$ cat src/rtl/txn_pkg.sv
package txn_pkg;

  typedef enum logic [2:0] {
    ST_IDLE,
    ST_RD_CHECK,
    ST_RD_FETCH,
    ST_WR_STORE,
    ST_RD_END,
    ST_WR_END,
    ST_RD_ABORT,
    ST_WR_ABORT
  } state_e;

  typedef enum logic [1:0] {
    STAT_READY  = 2'd0,
    STAT_BUSY   = 2'd1,
    STAT_DONE   = 2'd2,
    STAT_KILLED = 2'd3
  } stat_e;

  typedef struct packed {
    logic latchRd;
    logic latchWr;
    logic checkEn;
    logic fetchEn;
    logic storeEn;
  } ctl_t;

endpackage

$ cat src/rtl/txn_ctrl.sv
module txn_ctrl
  import txn_pkg::*;
(
  input  logic       clk,
  input  logic       rstN,
  input  logic       rdStart,
  input  logic       wrStart,
  input  logic       rdKill,
  input  logic       wrKill,
  output ctl_t       ctl,
  output logic       rdDone,
  output logic       wrDone,
  output logic [1:0] status
);

  state_e state, stateNxt;
  logic rdKillQ, wrKillQ;
  logic rdKillEdge, wrKillEdge;
  logic rdOk, wrOk, rdLinesLow, wrLinesLow;

  assign rdKillEdge = rdKill && !rdKillQ;
  assign wrKillEdge = wrKill && !wrKillQ;
  assign rdOk       = rdStart && !rdKill;
  assign wrOk       = wrStart && !wrKill;
  assign rdLinesLow = !rdStart && !rdKill;
  assign wrLinesLow = !wrStart && !wrKill;

  always_comb begin
    stateNxt = state;
    unique case (state)
      ST_IDLE:     if (rdOk) stateNxt = ST_RD_CHECK;
                   else if (wrOk) stateNxt = ST_WR_STORE;
      ST_RD_CHECK: stateNxt = rdKillEdge ? ST_RD_ABORT : ST_RD_FETCH;
      ST_RD_FETCH: stateNxt = rdKillEdge ? ST_RD_ABORT : ST_RD_END;
      ST_WR_STORE: stateNxt = wrKillEdge ? ST_WR_ABORT : ST_WR_END;
      ST_RD_END, ST_RD_ABORT: if (rdLinesLow) stateNxt = ST_IDLE;
      ST_WR_END, ST_WR_ABORT: if (wrLinesLow) stateNxt = ST_IDLE;
      default:     stateNxt = ST_IDLE;
    endcase
  end

  always_comb begin
    ctl         = '0;
    ctl.latchRd = (state == ST_IDLE) && rdOk;
    ctl.latchWr = (state == ST_IDLE) && !rdOk && wrOk;
    ctl.checkEn = (state == ST_RD_CHECK) && !rdKillEdge;
    ctl.fetchEn = (state == ST_RD_FETCH) && !rdKillEdge;
    ctl.storeEn = (state == ST_WR_STORE) && !wrKillEdge;
  end

  always_comb begin
    unique case (state)
      ST_IDLE:                              status = STAT_READY;
      ST_RD_CHECK, ST_RD_FETCH, ST_WR_STORE: status = STAT_BUSY;
      ST_RD_END, ST_WR_END:                 status = STAT_DONE;
      default:                              status = STAT_KILLED;
    endcase
  end

  always_ff @(posedge clk) begin
    if (!rstN) begin
      state   <= ST_IDLE;
      rdKillQ <= 1'b0;
      wrKillQ <= 1'b0;
      rdDone  <= 1'b0;
      wrDone  <= 1'b0;
    end else begin
      state   <= stateNxt;
      rdKillQ <= rdKill;
      wrKillQ <= wrKill;
      rdDone  <= ctl.fetchEn;
      wrDone  <= ctl.storeEn;
    end
  end


  rd_pulse_chk: assert property (@(posedge clk) disable iff (!rstN)
    rdDone |=> !rdDone);

  wr_pulse_chk: assert property (@(posedge clk) disable iff (!rstN)
    wrDone |=> !wrDone);

  done_excl_chk: assert property (@(posedge clk) disable iff (!rstN)
    $onehot0({rdDone, wrDone}));

  abort_quiet_chk: assert property (@(posedge clk) disable iff (!rstN)
    (status == STAT_KILLED) |-> !(rdDone || wrDone));

  blocked_start_chk: assert property (@(posedge clk) disable iff (!rstN)
    (status == STAT_READY && rdKill && !wrOk) |=> status == STAT_READY);

  done_hold_chk: assert property (@(posedge clk) disable iff (!rstN)
    (status == STAT_DONE && rdStart && wrStart) |=> status == STAT_DONE);

endmodule

$ cat src/rtl/txn_dpath.sv
module txn_dpath
  import txn_pkg::*;
#(
  parameter int AW = 4,
  parameter int DW = 8
) (
  input  logic          clk,
  input  logic          rstN,
  input  ctl_t          ctl,
  input  logic [AW-1:0] addr,
  input  logic [DW-1:0] wrData,
  output logic [DW-1:0] rdData
);

  localparam int DEPTH = 1 << AW;

  logic [DW-1:0] mem [DEPTH];
  logic [DEPTH-1:0] present;
  logic [AW-1:0] addrQ;
  logic [DW-1:0] dataQ;
  logic hitQ;

  always_ff @(posedge clk) begin
    if (!rstN) begin
      addrQ   <= '0;
      dataQ   <= '0;
      hitQ    <= 1'b0;
      present <= '0;
      rdData  <= '0;
    end else begin
      if (ctl.latchRd || ctl.latchWr) addrQ <= addr;
      if (ctl.latchWr) dataQ <= wrData;
      if (ctl.checkEn) hitQ <= present[addrQ];
      if (ctl.fetchEn) rdData <= hitQ ? mem[addrQ] : '0;
      if (ctl.storeEn) present[addrQ] <= 1'b1;
    end
  end

  always_ff @(posedge clk) begin
    if (ctl.storeEn) mem[addrQ] <= dataQ;
  end


  fetch_after_check_chk: assert property (@(posedge clk) disable iff (!rstN)
    ctl.fetchEn |-> $past(ctl.checkEn));

  store_after_latch_chk: assert property (@(posedge clk) disable iff (!rstN)
    ctl.storeEn |-> $past(ctl.latchWr));

  single_op_chk: assert property (@(posedge clk) disable iff (!rstN)
    $onehot0({ctl.latchRd, ctl.latchWr, ctl.checkEn, ctl.fetchEn, ctl.storeEn}));

endmodule

$ cat src/rtl/txn_server.sv
module txn_server
  import txn_pkg::*;
#(
  parameter int AW = 4,
  parameter int DW = 8
) (
  input  logic          clk,
  input  logic          rstN,
  input  logic          rdStart,
  input  logic          wrStart,
  input  logic          rdKill,
  input  logic          wrKill,
  input  logic [AW-1:0] addr,
  input  logic [DW-1:0] wrData,
  output logic          rdDone,
  output logic          wrDone,
  output logic [DW-1:0] rdData,
  output logic [1:0]    status
);

  ctl_t ctl;

  txn_ctrl u_ctrl (
    .clk(clk), .rstN(rstN),
    .rdStart(rdStart), .wrStart(wrStart),
    .rdKill(rdKill), .wrKill(wrKill),
    .ctl(ctl), .rdDone(rdDone), .wrDone(wrDone), .status(status)
  );

  txn_dpath #(.AW(AW), .DW(DW)) u_dpath (
    .clk(clk), .rstN(rstN), .ctl(ctl),
    .addr(addr), .wrData(wrData), .rdData(rdData)
  );

endmodule

$ cat config.mk
export PLATFORM = sky130hd
export DESIGN_NAME = txn_server
export DESIGN_NICKNAME = d
export VERILOG_FILES = /design/src/rtl/txn_pkg.sv /design/src/rtl/txn_ctrl.sv /design/src/rtl/txn_dpath.sv /design/src/rtl/txn_server.sv
export SDC_FILE = /design/constraint.sdc
export NUM_CORES = 1
export LEC_CHECK = 0
export BUFFER_PORTS_ARGS = -buffer_cell sky130_fd_sc_hd__buf_4
export CORE_ASPECT_RATIO = 0.8
export CORE_UTILIZATION = 55
export CTS_BUF_LIST = sky130_fd_sc_hd__clkbuf_8
export CTS_CLUSTER_SIZE = 20
export DETAILED_ROUTE_END_ITERATION = 6
export PLACE_DENSITY = 0.82
export SYNTH_ARGS = -nofsm -noshare
export SYNTH_HDL_FRONTEND = slang
export SYNTH_SLANG_ARGS = --single-unit
$ cat constraint.sdc
create_clock -name clk -period 2.25 [get_ports clk]
set_clock_uncertainty 0.1 [all_clocks]
set_input_delay 0.225 -clock clk [delete_from_list [all_inputs] [get_ports clk]]
set_output_delay 0.225 -clock clk [all_outputs]
set_load 0.005 [all_outputs]
**Word-level counts from Yosys, hierarchy flattened**

Memory sizes are Yosys's and may differ from the RTL's. A register that Yosys moved wholly into a read port is not among the register bits.
Index checks and enable logic that the tools add are counted.

- Reductions and logical operators: 29
- Mux-type cells: 18
- Equal/unequal tests: 10
- Order comparisons: 2
- Bitwise gates (word level): 1

Operators with widths:

| kind | count |
|---|---|
| $pmux W3 S6 | 1 |
| $or A16 B16 Y16 | 1 |
| $mux W3 | 5 |
| $logic_and A1 B1 Y1 | 13 |
| $eq A3 B3 Y1 const B | 4 |
| $logic_not A1 Y1 | 9 |
| $mux W4 | 2 |
| $mux W8 | 1 |
| $eq A3 B2 Y1 const B | 2 |
| $pmux W2 S3 | 1 |
| $reduce_or A2 Y1 | 3 |
| $lt A4 B5 Y1 const B | 1 |
| $bmux W1 S4 | 1 |
| $demux W1 S4 | 1 |
| $ge A4 B1 Y1 const B | 1 |
| $mux W1 | 4 |
| $mux W2 | 2 |
| $ne A2 B1 Y1 const B | 2 |
| $eq A3 B1 Y1 const B | 1 |
| $logic_not A3 Y1 | 1 |
| $ne A3 B1 Y1 const B | 1 |
| $reduce_and A3 Y1 | 1 |
| $reduce_or A3 Y1 | 1 |
| $logic_or A1 B1 Y1 | 1 |

- Word-level logic and storage cells: 71
- Input bits: 18
- Memories: 1
- RAM bits: 128
- Output and inout port bits: 12
- Flip-flop bits (word level): 44

Memory list:

| memory | depth | bits a word | rd ports | clocked after Yosys merged registers in | wr ports | RTL line | RTL |
|---|---|---|---|---|---|---|---|
| u_dpath.mem | 16 | 8 | 1 | 1 | 1 | txn_dpath.sv:17 | `logic [DW-1:0] mem [DEPTH];` |

**Depth between registers and ports, before layout**

Gate-level depths: netlist (run 1).

- Word-level depth: 8
- Mapped depth: 6
- Gate-level depth less buffers: 4

**Modules after synthesis**

From an unflattened synthesis (run 1), not the netlist that was laid out.

- Cell total of the unflattened synthesis: 383
- Area, all modules: 6,695.2 sq um

Modules (own cells, without submodules):

| module | sequential area each (sq um) | cells each | area each (sq um) | instances |
|---|---|---|---|---|
| txn_dpath | 4,664.5 | 336 | 6,309.8 | 1 |
| txn_ctrl | 140.1 | 47 | 385.4 | 1 |

**Worst setup path after synthesis (run 1)**

OpenSTA, ideal clock, no wires.

- Kind: register to register
- Start point: reg u_ctrl.state[2]
- End point: mem u_dpath.mem[2][0] (enable)
- Slack: 0.168 ns
- Data arrival time: 1.596 ns
- Cell stages (with the launch flop): 5
- Clock period less this slack: 2.082 ns
- Data required time: 1.764 ns
- Buffers on the path: 1
- Library setup time: 0.386 ns
- Cell sequence: dfxtp_1 -> clkbuf_1 -> and3b_1 -> nand4b_1 -> nor3_1

- Longest elaborated chain between the ends: 4

RTL lines:

| element | RTL line | RTL |
|---|---|---|
| from (decl) | txn_ctrl.sv:16 | `state_e state, stateNxt;` |
| from (signal assigned) | txn_ctrl.sv:68 | `state <= stateNxt;` |
| $eq A3 B2 Y1 | txn_ctrl.sv:48 | `ctl.storeEn = (state == ST_WR_STORE) && !wrKillEdge;` |
| $logic_and A1 B1 Y1 | txn_ctrl.sv:48 |  |
| $mux W1 | txn_dpath.sv:40 | `if (ctl.storeEn) mem[addrQ] <= dataQ;` |
| $mux W1 (implied by the code) | txn_dpath.sv:40 |  |
| to (decl) | txn_dpath.sv:17 |  |

Every way passes these cells.

**Worst setup path in the final report (run 1)**

- Start point: reg u_ctrl.state[1]
- End point: reg u_dpath.rdData[6]

- Longest elaborated chain between the ends: 2

RTL lines:

| element | RTL line | RTL |
|---|---|---|
| $eq A3 B2 Y1 | txn_ctrl.sv:47 | `ctl.fetchEn = (state == ST_RD_FETCH) && !rdKillEdge;` |
| $logic_and A1 B1 Y1 | txn_ctrl.sv:47 |  |
| to (signal assigned) | txn_dpath.sv:34 | `if (ctl.fetchEn) rdData <= hitQ ? mem[addrQ] : '0;` |
| to (decl) | txn_dpath.sv:12 | `output logic [DW-1:0] rdData` |

Every way passes these cells.
A chain may end at the register's enable or synchronous reset.

==> metrics.cfg, run 1 <==
[outcome]
status=completed

[synth]
ys_warn_count=0
syn_area_um2=6830
synthTopCellsByCount=edfxtp_1 (128), dfxtp_1 (48), nor2_1 (30)
yosysSeqAreaShare=0.704
synthFlopType=edfxtp_1
avgSynthCellArea_um2=17.6
syn_nets=406
post-synth-top-area-cell=edfxtp_1
synth.area.top_cells=edfxtp_1 (56%), dfxtp_1 (14%), mux4_2 (6.6%)
synth_seq_cells=176
synth_edf_count=128
async_flop_share=0
yosys.cell_types.count=43
synth_top_area_frac=0.563
syn_inst=388
yosysMostFrequentCell=edfxtp_1

[critical_path]
critPathMaxStageDelay_ps=500
cpMaxStageDelayCell=dfxtp_1
r2r_setup_slack_ps=210
path_cells=or3b_4 > or2_0 > a32oi_1 > nand2_1
cp_num_cells=4
worst_r2r_path_depth=4
worstSetupPathType=register to register
reg2reg_to=u_dpath.rdData[6]$_SDFFE_PN0P_
worstPathArrival_ps=2280
endpoint_kind=register
critPathBufInv=0
worstReg2RegStart=u_ctrl.state[1]$_SDFFE_PN0P_
worstPathRequired_ps=2490
worstPathMaxFanout=10
crit_family=simple AND/OR/NAND/NOR gates
startpoint_type=register

[routing]
drc=0
firstDrtPassIters=5
ant_nets=0
first_iter_violations=315
num_vias=3685
viasPerCell=5.98
wl_per_cell_um=22.1
wirelength_mm=13.6

[placement]
place_hpwl_mm=8.92
portBuffers=29
gp_congestion=0.877
dp_cells=570

[timing]
max_freq_mhz=491
min_period_ps=2040
slew_violations=0
rsz0062_at_grt=no
worst_slew_pin_slew_ps=660
fin_crit_sh=0.906
relSlewSlack=0.560
hold_viol_final=0
tns_ps=0
setup_viol=0

[cts]
cts_max_path_buffers=2
path_clk_slew_ps=90
cts_max_level=4
cts_buffers=17
insertion_delay_ps=450
holdBufCountCts=14
clockRootBuffer=clkbuf_8
cts_resized=0
cts_setup_buffers=0
cts_sinks=176
cts_tree=yes

[global_routing]
grt_pass1_vias=3550
grt_pass1_wl_mm=21.0
grt_antenna_before_repair=0
gr-usage-all-layers=0.232
grt_start_max_net_pins=33
overflow=0

[cells_and_area]
fillers=819
fin_cells=616
diodes=0
final_layout_size_suffix_gt1_frac=0.244
multiInputGateArea_um2=1880
regArea_um2=4800
syn_to_final_growth_pct=14.2
nets=469

[min_path]
holdPathStages=2
min_path_type=primary input to register
holdPathEnd=u_dpath.present[7]$_SDFFE_PN0P_
min-delay-start=rstN

[pwr]
power.density_nw_per_um2=880
vdd_ir_drop_max_uv=655
p_leak_nw=2.74

[die]
io_pins=30
die_h_um=102
start_util=0.562
floorplan.die.width_um=127
rows=36
coreArea_um2=12200
die-area_um2=12900

[job]
maxCapViolCount=0

[cell usage in the layout, fill, tap and decap left out, drive strengths merged, types with 7 or more instances in the layout]
cell type / count
edfxtp: 128
mux2i: 16
clkbuf: 18
mux2: 10
a22oi: 8
nand3: 10
o21a: 16
dfxtp: 48
nor2: 30
mux4: 34
buf: 52
nand2: 12
nand2b: 7
dlygate4sd3: 14
nor3: 8
[how the worst max path moves through the flow]
| stage | from | end | slack [ps] |
|---|---|---|---|
| finish | u_ctrl.state[1]$_SDFFE_PN0P_ | u_dpath.rdData[6]$_SDFFE_PN0P_ | 210 |
| global route | u_ctrl.state[2]$_SDFFE_PN0P_ | u_dpath.dataQ[4]$_SDFFE_PN0P_ | 100 |
| CTS | u_ctrl.state[1]$_SDFFE_PN0P_ | u_dpath.rdData[6]$_SDFFE_PN0P_ | 220 |
| detailed placement | u_ctrl.state[1]$_SDFFE_PN0P_ | u_dpath.rdData[6]$_SDFFE_PN0P_ | 250 |
| global placement | u_ctrl.state[1]$_SDFFE_PN0P_ | u_dpath.rdData[2]$_SDFFE_PN0P_ | 330 |
| floorplan | u_ctrl.state[2]$_SDFFE_PN0P_ | u_dpath.mem[2][0]$_DFFE_PP_ | 170 |
[power by group]
group          leakage [nW]  internal (mW)  total, mW  switching [mW]
Clock                 0.197          0.994       2.07            1.07
Sequential             1.58           3.61       3.80           0.198
Combinational         0.967          0.518      0.991           0.473
[flip-flops by register name, indices dropped and copies added (netlist names), named ones only]
name,count
u_dpath.hitQ,1
u_ctrl.wrDone,1
u_ctrl.state,3
u_dpath.rdData,8
u_ctrl.wrKillQ,1
u_dpath.present,16
u_ctrl.rdKillQ,1
u_dpath.addrQ,4
u_dpath.dataQ,8
u_ctrl.rdDone,1
u_dpath.mem,128
[cell type report]
class / instances / area share
well taps: 152 / 0.0244
flip-flops and latches: 176 / 0.616
clock buffers: 18 / 0.0318
inverters: 1 / 0.000481
repair buffers: 66 / 0.0696
multi-input cells: 189 / 0.241
clock inverters: 14 / 0.0165
[routing by layer]
metal | track usage | vias to the layer above | share of wire
met3 | 0.0518 | 17 | 0.073
met2 | 0.351 | 156 | 0.47
li1 | - | 1659 | -
met4 | 0.0843 | 0 | 0.011
met1 | 0.337 | 1853 | 0.45
met5 | 0 | - | 0
[stage by stage]
step | power, mW | utilization | area [µm²] | setup WS [ps] | hold WS [ps]
after global routing | 7.12 | 0.641 | 7800 | 97.0 | 68.7
final | 6.86 | 0.641 | 7800 | 212 | 82.9
after floorplan | 4.58 | - | 6830 | 168 | 247
after CTS | 6.87 | 0.641 | 7800 | 223 | 66.9
after detailed placement | 4.84 | 0.599 | 7280 | 245 | 351
after global placement | 4.80 | 0.599 | 7280 | 327 | 343
[logic make-up (layout without fill, tap and decap cells)]
logic type,count (synthesis),after routing,synth area share
flip-flops,176,176,0.704
AND/OR/NAND/NOR,88,88,0.0715
multiplexers,60,60,0.160
AO/OA/AOI/OAI,40,40,0.0431
buffers and inverters,23,99,0.0209
XOR/XNOR,1,1,0.00128
No activity file was read; power rests on OpenSTA's default activity.
==> run 2: changes to the inputs <==
ABC_AREA = 1   (was default)
CORE_ASPECT_RATIO = 0.6   (was 0.8)
CORE_UTILIZATION = 50   (was 55)
PLACE_DENSITY = 0.77   (was 0.82)
==> run 2 against run 1 <==
  * Die area rose by 18%
  * Critical path depth is 2 higher
  * Worst hold slack lost 55 ps
  * Sequential share of layout area shrank 4.8 points
  * Area after synthesis grew 7.6%
  * Critical endpoint is now u_dpath.mem[8][1]$_DFFE_PP_
  * Highest routed layer unchanged
==> metrics.cfg, run 2 <==
[global_routing]
overflow=0  ; unchanged
grt_start_max_net_pins=65  ; +97%
grt_pass1_vias=4952  ; +39%
grt_pass1_wl_mm=28.0  ; +33%
gr-usage-all-layers=0.262  ; +0.0298
grt_antenna_before_repair=0  ; unchanged

[die]
floorplan.die.width_um=159  ; +25%
die-area_um2=15200  ; +18%
io_pins=30  ; unchanged
start_util=0.525  ; -0.0365
coreArea_um2=14000  ; +15%
die_h_um=95.9  ; -5.7%
rows=33  ; -8.3%

[pwr]
totalPowerFinal_mw=7.85  ; +14%
p_leak_nw=3.70  ; +35%
power.density_nw_per_um2=928  ; +5.4%
vdd_ir_drop_max_uv=682  ; +4.1%

[critical_path]
startpoint_type=register
endpoint_kind=register
worstSetupPathType=register to register
worstPathArrival_ps=2140  ; -140 ps
worstPathMaxFanout=9  ; -1
worstPathRequired_ps=2280  ; -210 ps

[synth]
syn_nets=800  ; +97%
yosysMostFrequentCell=nand2_1
yosysSeqAreaShare=0.654  ; -0.0497
synth_edf_count=128  ; unchanged
synth_seq_cells=176  ; unchanged
synth_top_area_frac=0.523  ; -0.0398
synth.area.top_cells=edfxtp_1 (52%), dfxtp_1 (13%), nand2_1 (11%)
synthTopCellsByCount=nand2_1 (221), inv_1 (133), edfxtp_1 (128)
async_flop_share=0  ; unchanged
synthFlopType=edfxtp_1
yosys.cell_types.count=21  ; -51%
ys_warn_count=0  ; unchanged
syn_area_um2=7350  ; +7.6%
avgSynthCellArea_um2=9.40  ; -47%
syn_inst=782  ; +100%
post-synth-top-area-cell=edfxtp_1

[outcome]
status=completed

[timing]
hold_viol_final=0  ; unchanged
fin_crit_sh=0.939  ; +0.0329
max_freq_mhz=474  ; -3.5%
setup_ws_ps=138  ; -73.9 ps
relSlewSlack=0.411  ; -0.149
rsz0062_at_grt=no
hold_slack_ps=27.5  ; -55.5 ps
min_period_ps=2110  ; +73.9 ps
tns_ps=0  ; unchanged
setup_viol=0  ; unchanged
slew_violations=0  ; unchanged
worst_slew_pin_slew_ps=883  ; +223 ps

[cells_and_area]
fin_cells=1045  ; +70%
layout_common_cells=nand2_1 (221), inv_1 (133), edfxtp_1 (128), nand3_1 (98), nor2_1 (63)
top_register=u_dpath.mem
syn_to_final_growth_pct=15.2
post-route-util=0.605  ; -0.0367
largest_reg_flops=128  ; unchanged
diodes=0  ; unchanged
reg.largest.list=u_dpath.mem (128), u_dpath.present (16)
stdcell_area_um2=8460  ; +8.5%
nets=858  ; +83%
final_layout_size_suffix_gt1_frac=0.106  ; -0.138
final_common_cell=nand2_1

[placement]
place_ws_ps=205  ; -40.8 ps
gp_congestion=0.933  ; +6.3%
dp_cells=989  ; +74%
place_hpwl_mm=12.0  ; +34%
portBuffers=29  ; unchanged
dpl_cell_area_um2=7830  ; +7.5%

[routing]
drc=0  ; unchanged
ant_nets=0  ; unchanged
viasPerCell=5.21  ; -13%
firstDrtPassIters=7  ; +2
first_iter_violations=726  ; +130%
wl_per_cell_um=17.7  ; -20%
wirelength_mm=18.5  ; +36%
num_vias=5440  ; +48%

[job]
maxCapViolCount=0  ; unchanged

[min_path]
min_path_type=primary input to register

[cts]
insertion_delay_ps=460  ; about the same
cts_max_level=4  ; unchanged
clockRootBuffer=clkbuf_8
cts_tree=yes
cts_sinks=176  ; unchanged
cts_buffers=17  ; unchanged
cts_max_path_buffers=2  ; unchanged
path_clk_slew_ps=100  ; about the same

run 2: cell types whose count changed in the layout (fill, tap and decap cells not counted), moves of 10 or more:
cell           previous run  this run
mux2_2                   10         0
buf_4                    51        40
nand2_1                  12       221
nor2_1                   30        63
dlygate4sd3_1            14        24
inv_1                     5       133
mux2i_1                  16         0
mux4_2                   20         0
mux4_1                   14         0
a21oi_1                   5        21
o21ai_0                   0        16
nand3_1                  10        98
o21a_1                   16         0
run 2: final timing paths:
check	from	end	cells past startpoint	slack, ps
setup / recovery	u_ctrl.state[0]$_SDFFE_PN0P_	u_dpath.mem[8][1]$_DFFE_PP_	6	140
hold / removal	addr[2]	u_dpath.addrQ[2]$_SDFFE_PN0N_	3	30
setup reg to reg	u_ctrl.state[0]$_SDFFE_PN0P_	u_dpath.mem[8][1]$_DFFE_PP_	6	140
hold reg to reg	u_dpath.rdData[1]$_SDFFE_PN0P_	u_dpath.rdData[1]$_SDFFE_PN0P_	2	370
run 2: cell type report:
| cell class | instances | area, µm² |
|---|---|---|
| fillers | 1122 | 5530 |
| flip-flops and latches | 176 | 4810 |
| multi-input cells | 439 | 1910 |
| repair buffers | 67 | 601 |
| inverters | 139 | 522 |
| well taps | 192 | 240 |
| clock buffers | 17 | 234 |
| clock inverters | 15 | 149 |
run 2: where the power goes:
part	internal, mW	total (mW)	switching, mW
registers	3.68	3.87	0.188
clock network	0.820	2.07	1.25
logic	0.590	1.91	1.32
total	5.09	7.85	2.76
run 2: cells by family (layout without fill, tap and decap cells):
| kind of cell | after synthesis | in the layout | share of synthesized area |
|---|---|---|---|
| compound gates | 48 | 48 | 0.0366 |
| buf+inv | 167 | 238 | 0.0873 |
| flops | 176 | 176 | 0.654 |
| simple gates | 391 | 391 | 0.222 |
run 2: worst max-delay path, stage by stage (launching register included):
cell	delay (ps)
dfxtp_1	480
inv_2	100
nor3_4	250
o21ai_2	150
nor3_2	320
nand2_1	90
inv_1	300
run 2: layer usage:
layer,track usage,share of wire,vias to the layer above
li1,-,-,2606
met5,0,0,-
met3,0.0684,0.12,23
met1,0.385,0.44,2535
met2,0.376,0.42,276
met4,0.0873,0.012,0
run 2: repair_timing:
action / CTS / global route
hold endpoints to repair: 16 / 0
resized for setup: 0 / 3
endpoints found under the setup margin: 0 / 6
hold buffers: 24 / 0
setup buffers: 0 / 0
==> run 3: changes to the inputs <==
SETUP_SLACK_MARGIN = 0.4   (was default)
==> run 3 against run 2 <==
  * Non-clock buffer count is 5 lower
  * Core utilization is 0.21 points higher
  * Clock power hardly changed
  * Via count is 0.40% lower
  * Flip-flop and latch count stayed put
  * Total power is 0.88% higher
  * Critical endpoint is now u_dpath.mem[4][5]$_DFFE_PP_
==> metrics.cfg, run 3 (synthesized netlist as in run 2, its figures left out) <==
[outcome]
status=completed

[timing]
max_freq_mhz=565  ; +19%
slew_violations=0  ; unchanged
tns_ps=0  ; unchanged
hold_viol_final=0  ; unchanged
setup_viol=0  ; unchanged
min_period_ps=1770  ; -343 ps
relSlewSlack=0.429  ; +0.0186
fin_crit_sh=0.786  ; -0.152
rsz0062_at_grt=yes
worst_slew_pin_slew_ps=855  ; -27.9 ps

[routing]
num_vias=5418  ; -0.40%
viasPerCell=5.20  ; about the same
wl_per_cell_um=17.7  ; -0.28%
drc=0  ; unchanged
first_iter_violations=770  ; +6.1%
firstDrtPassIters=6  ; -1
ant_nets=0  ; unchanged
wirelength_mm=18.4  ; -0.66%

[cells_and_area]
layout_common_cells=nand2_1 (219), edfxtp_1 (128), inv_1 (120), nand3_1 (98), nor2_1 (63)
fillers=1123  ; +0.089%
multiInputGateArea_um2=1940  ; +1.6%
regArea_um2=4810  ; +0.10%
top_register=u_dpath.mem
largest_reg_flops=128  ; unchanged
nets=854  ; -0.47%
diodes=0  ; unchanged
final_layout_size_suffix_gt1_frac=0.131  ; +0.0252
final_common_cell=nand2_1
reg.largest.list=u_dpath.mem (128), u_dpath.present (16)
stdcell_area_um2=8490  ; +0.34%
syn_to_final_growth_pct=15.6

[die]
die_h_um=95.9  ; unchanged
io_pins=30  ; unchanged
rows=33  ; unchanged
floorplan.die.width_um=159  ; unchanged
die-area_um2=15200  ; unchanged
coreArea_um2=14000  ; unchanged
start_util=0.525  ; unchanged

[pwr]
p_leak_nw=3.66  ; -1.2%
clkPwrFrac=0.262  ; -0.002
p_int_mw=5.12  ; +0.70%
p_switching_mw=2.80  ; +1.2%
p_seq_frac=0.491  ; about the same
vdd_ir_drop_max_uv=681  ; about the same
switching_share=0.353  ; +0.00112
combPwrFrac=0.248  ; +0.004
power.density_nw_per_um2=933  ; +0.54%

[critical_path]
crit_family=simple AND/OR/NAND/NOR gates
crit_end=u_dpath.mem[4][5]$_DFFE_PP_
startpoint_type=register
worstReg2RegStart=u_ctrl.state[1]$_SDFFE_PN0P_
worstPathRequired_ps=2310  ; +30 ps
startpoint=u_ctrl.state[1]$_SDFFE_PN0P_
worstPathMaxFanout=9  ; unchanged
endpoint_kind=register
worstPathArrival_ps=1820  ; -320 ps
cp_num_cells=6  ; unchanged
worst_r2r_path_depth=6  ; unchanged
worstSetupPathType=register to register
reg2reg_to=u_dpath.mem[4][5]$_DFFE_PP_
path_cells=inv_1 > nor3_4 > o21ai_4 > nor3_4 > nand2_1 > inv_2
critPathBufInv=2  ; unchanged
critPathMaxStageDelay_ps=350  ; -130 ps
r2r_setup_slack_ps=480  ; +340 ps
crit_path_frequent_cell=nor3_4
cpMaxStageDelayCell=dfxtp_1

[global_routing]
grt_pass1_wl_mm=27.6  ; -1.4%
overflow=0  ; unchanged
grt_antenna_before_repair=0  ; unchanged
grt_pass1_vias=4903  ; -0.99%
grt_start_max_net_pins=65  ; unchanged
gr-usage-all-layers=0.258  ; -0.00416

[cts]
cts_max_level=4  ; unchanged
path_clk_slew_ps=100  ; about the same
clockRootBuffer=clkbuf_8
cts_sinks=176  ; unchanged
cts_tree=yes
cts_max_path_buffers=2  ; unchanged
insertion_delay_ps=460  ; about the same
cts_buffers=17  ; unchanged

[min_path]
min_path_type=primary input to register
holdPathStages=3  ; unchanged

[placement]
dpl_cell_area_um2=7830  ; unchanged
portBuffers=29  ; unchanged
place_hpwl_mm=12.0  ; unchanged
gp_congestion=0.933  ; unchanged

[job]
maxCapViolCount=0  ; unchanged

-- run 3: how the worst min path moves through the flow --
stage,start,slack (ps),end
3_5_place_dp,rdKill,330,u_ctrl.rdKillQ$_SDFF_PN0_
2_1_floorplan,rdKill,220,u_ctrl.rdKillQ$_SDFF_PN0_
6_report,addr[0],10,register
3_3_place_gp,rdKill,320,u_ctrl.rdKillQ$_SDFF_PN0_
5_1_grt,addr[2],30,register
4_1_cts,addr[2],2,u_dpath.addrQ[2]$_SDFFE_PN0N_
-- run 3: stage by stage --
step                      setup WS (ps)  hold slack [ps]  instances  utilization  power (mW)
final                               481             9.93       1041        0.607        7.92
after global routing                370             33.6       1041        0.607        8.25
after CTS                           409             1.91       1037        0.599        7.78
after detailed placement            205              326        989        0.559        5.73
after global placement              269              319        989        0.559        5.70
after floorplan                     569              218        782            -        5.03
-- run 3: timing repair --
| item | CTS | global route |
|---|---|---|
| gates cloned | 0 | 2 |
| buffers inserted | 0 | 2 |
| setup endpoints to repair | 141 | 152 |
| endpoints found under the hold margin | 16 | 0 |
| pin swaps | 0 | 1 |
| hold buffers | 16 | 0 |
| gates resized for setup | 16 | 18 |
-- run 3: power groups by stage --
stage / sequential, mW / combinational (mW) / clock (mW)
final: 3.89 / 1.96 / 2.07
after global routing: 3.91 / 2.15 / 2.19
after CTS: 3.87 / 1.83 / 2.08
after detailed placement: 3.93 / 1.80 / 0
after global placement: 3.92 / 1.78 / 0
after floorplan: 3.87 / 1.16 / 0
-- run 3: cell type report --
class | instances | area share
timing repair buffer | 62 | 0.0669
multi-input combinational | 439 | 0.229
clock inverter | 15 | 0.0175
timing repair inverter | 1 | 0.000884
clock buffer | 17 | 0.0276
inverter | 139 | 0.0637
sequential | 176 | 0.567
tap | 192 | 0.0283
-- run 3: worst reg2reg max path: cells and delay by family, from the launching register on --
family | cells | cell delay [ps]
simple gates | 3 | 590
buf+inv | 2 | 300
flops | 1 | 350
compound gates | 1 | 130
-- run 3: routing by layer --
layer	share of wire	up-vias	track usage
li1	-	2606	-
met1	0.45	2507	0.386
met2	0.41	276	0.363
met3	0.12	29	0.0666
met4	0.015	0	0.0857
met5	0	-	0
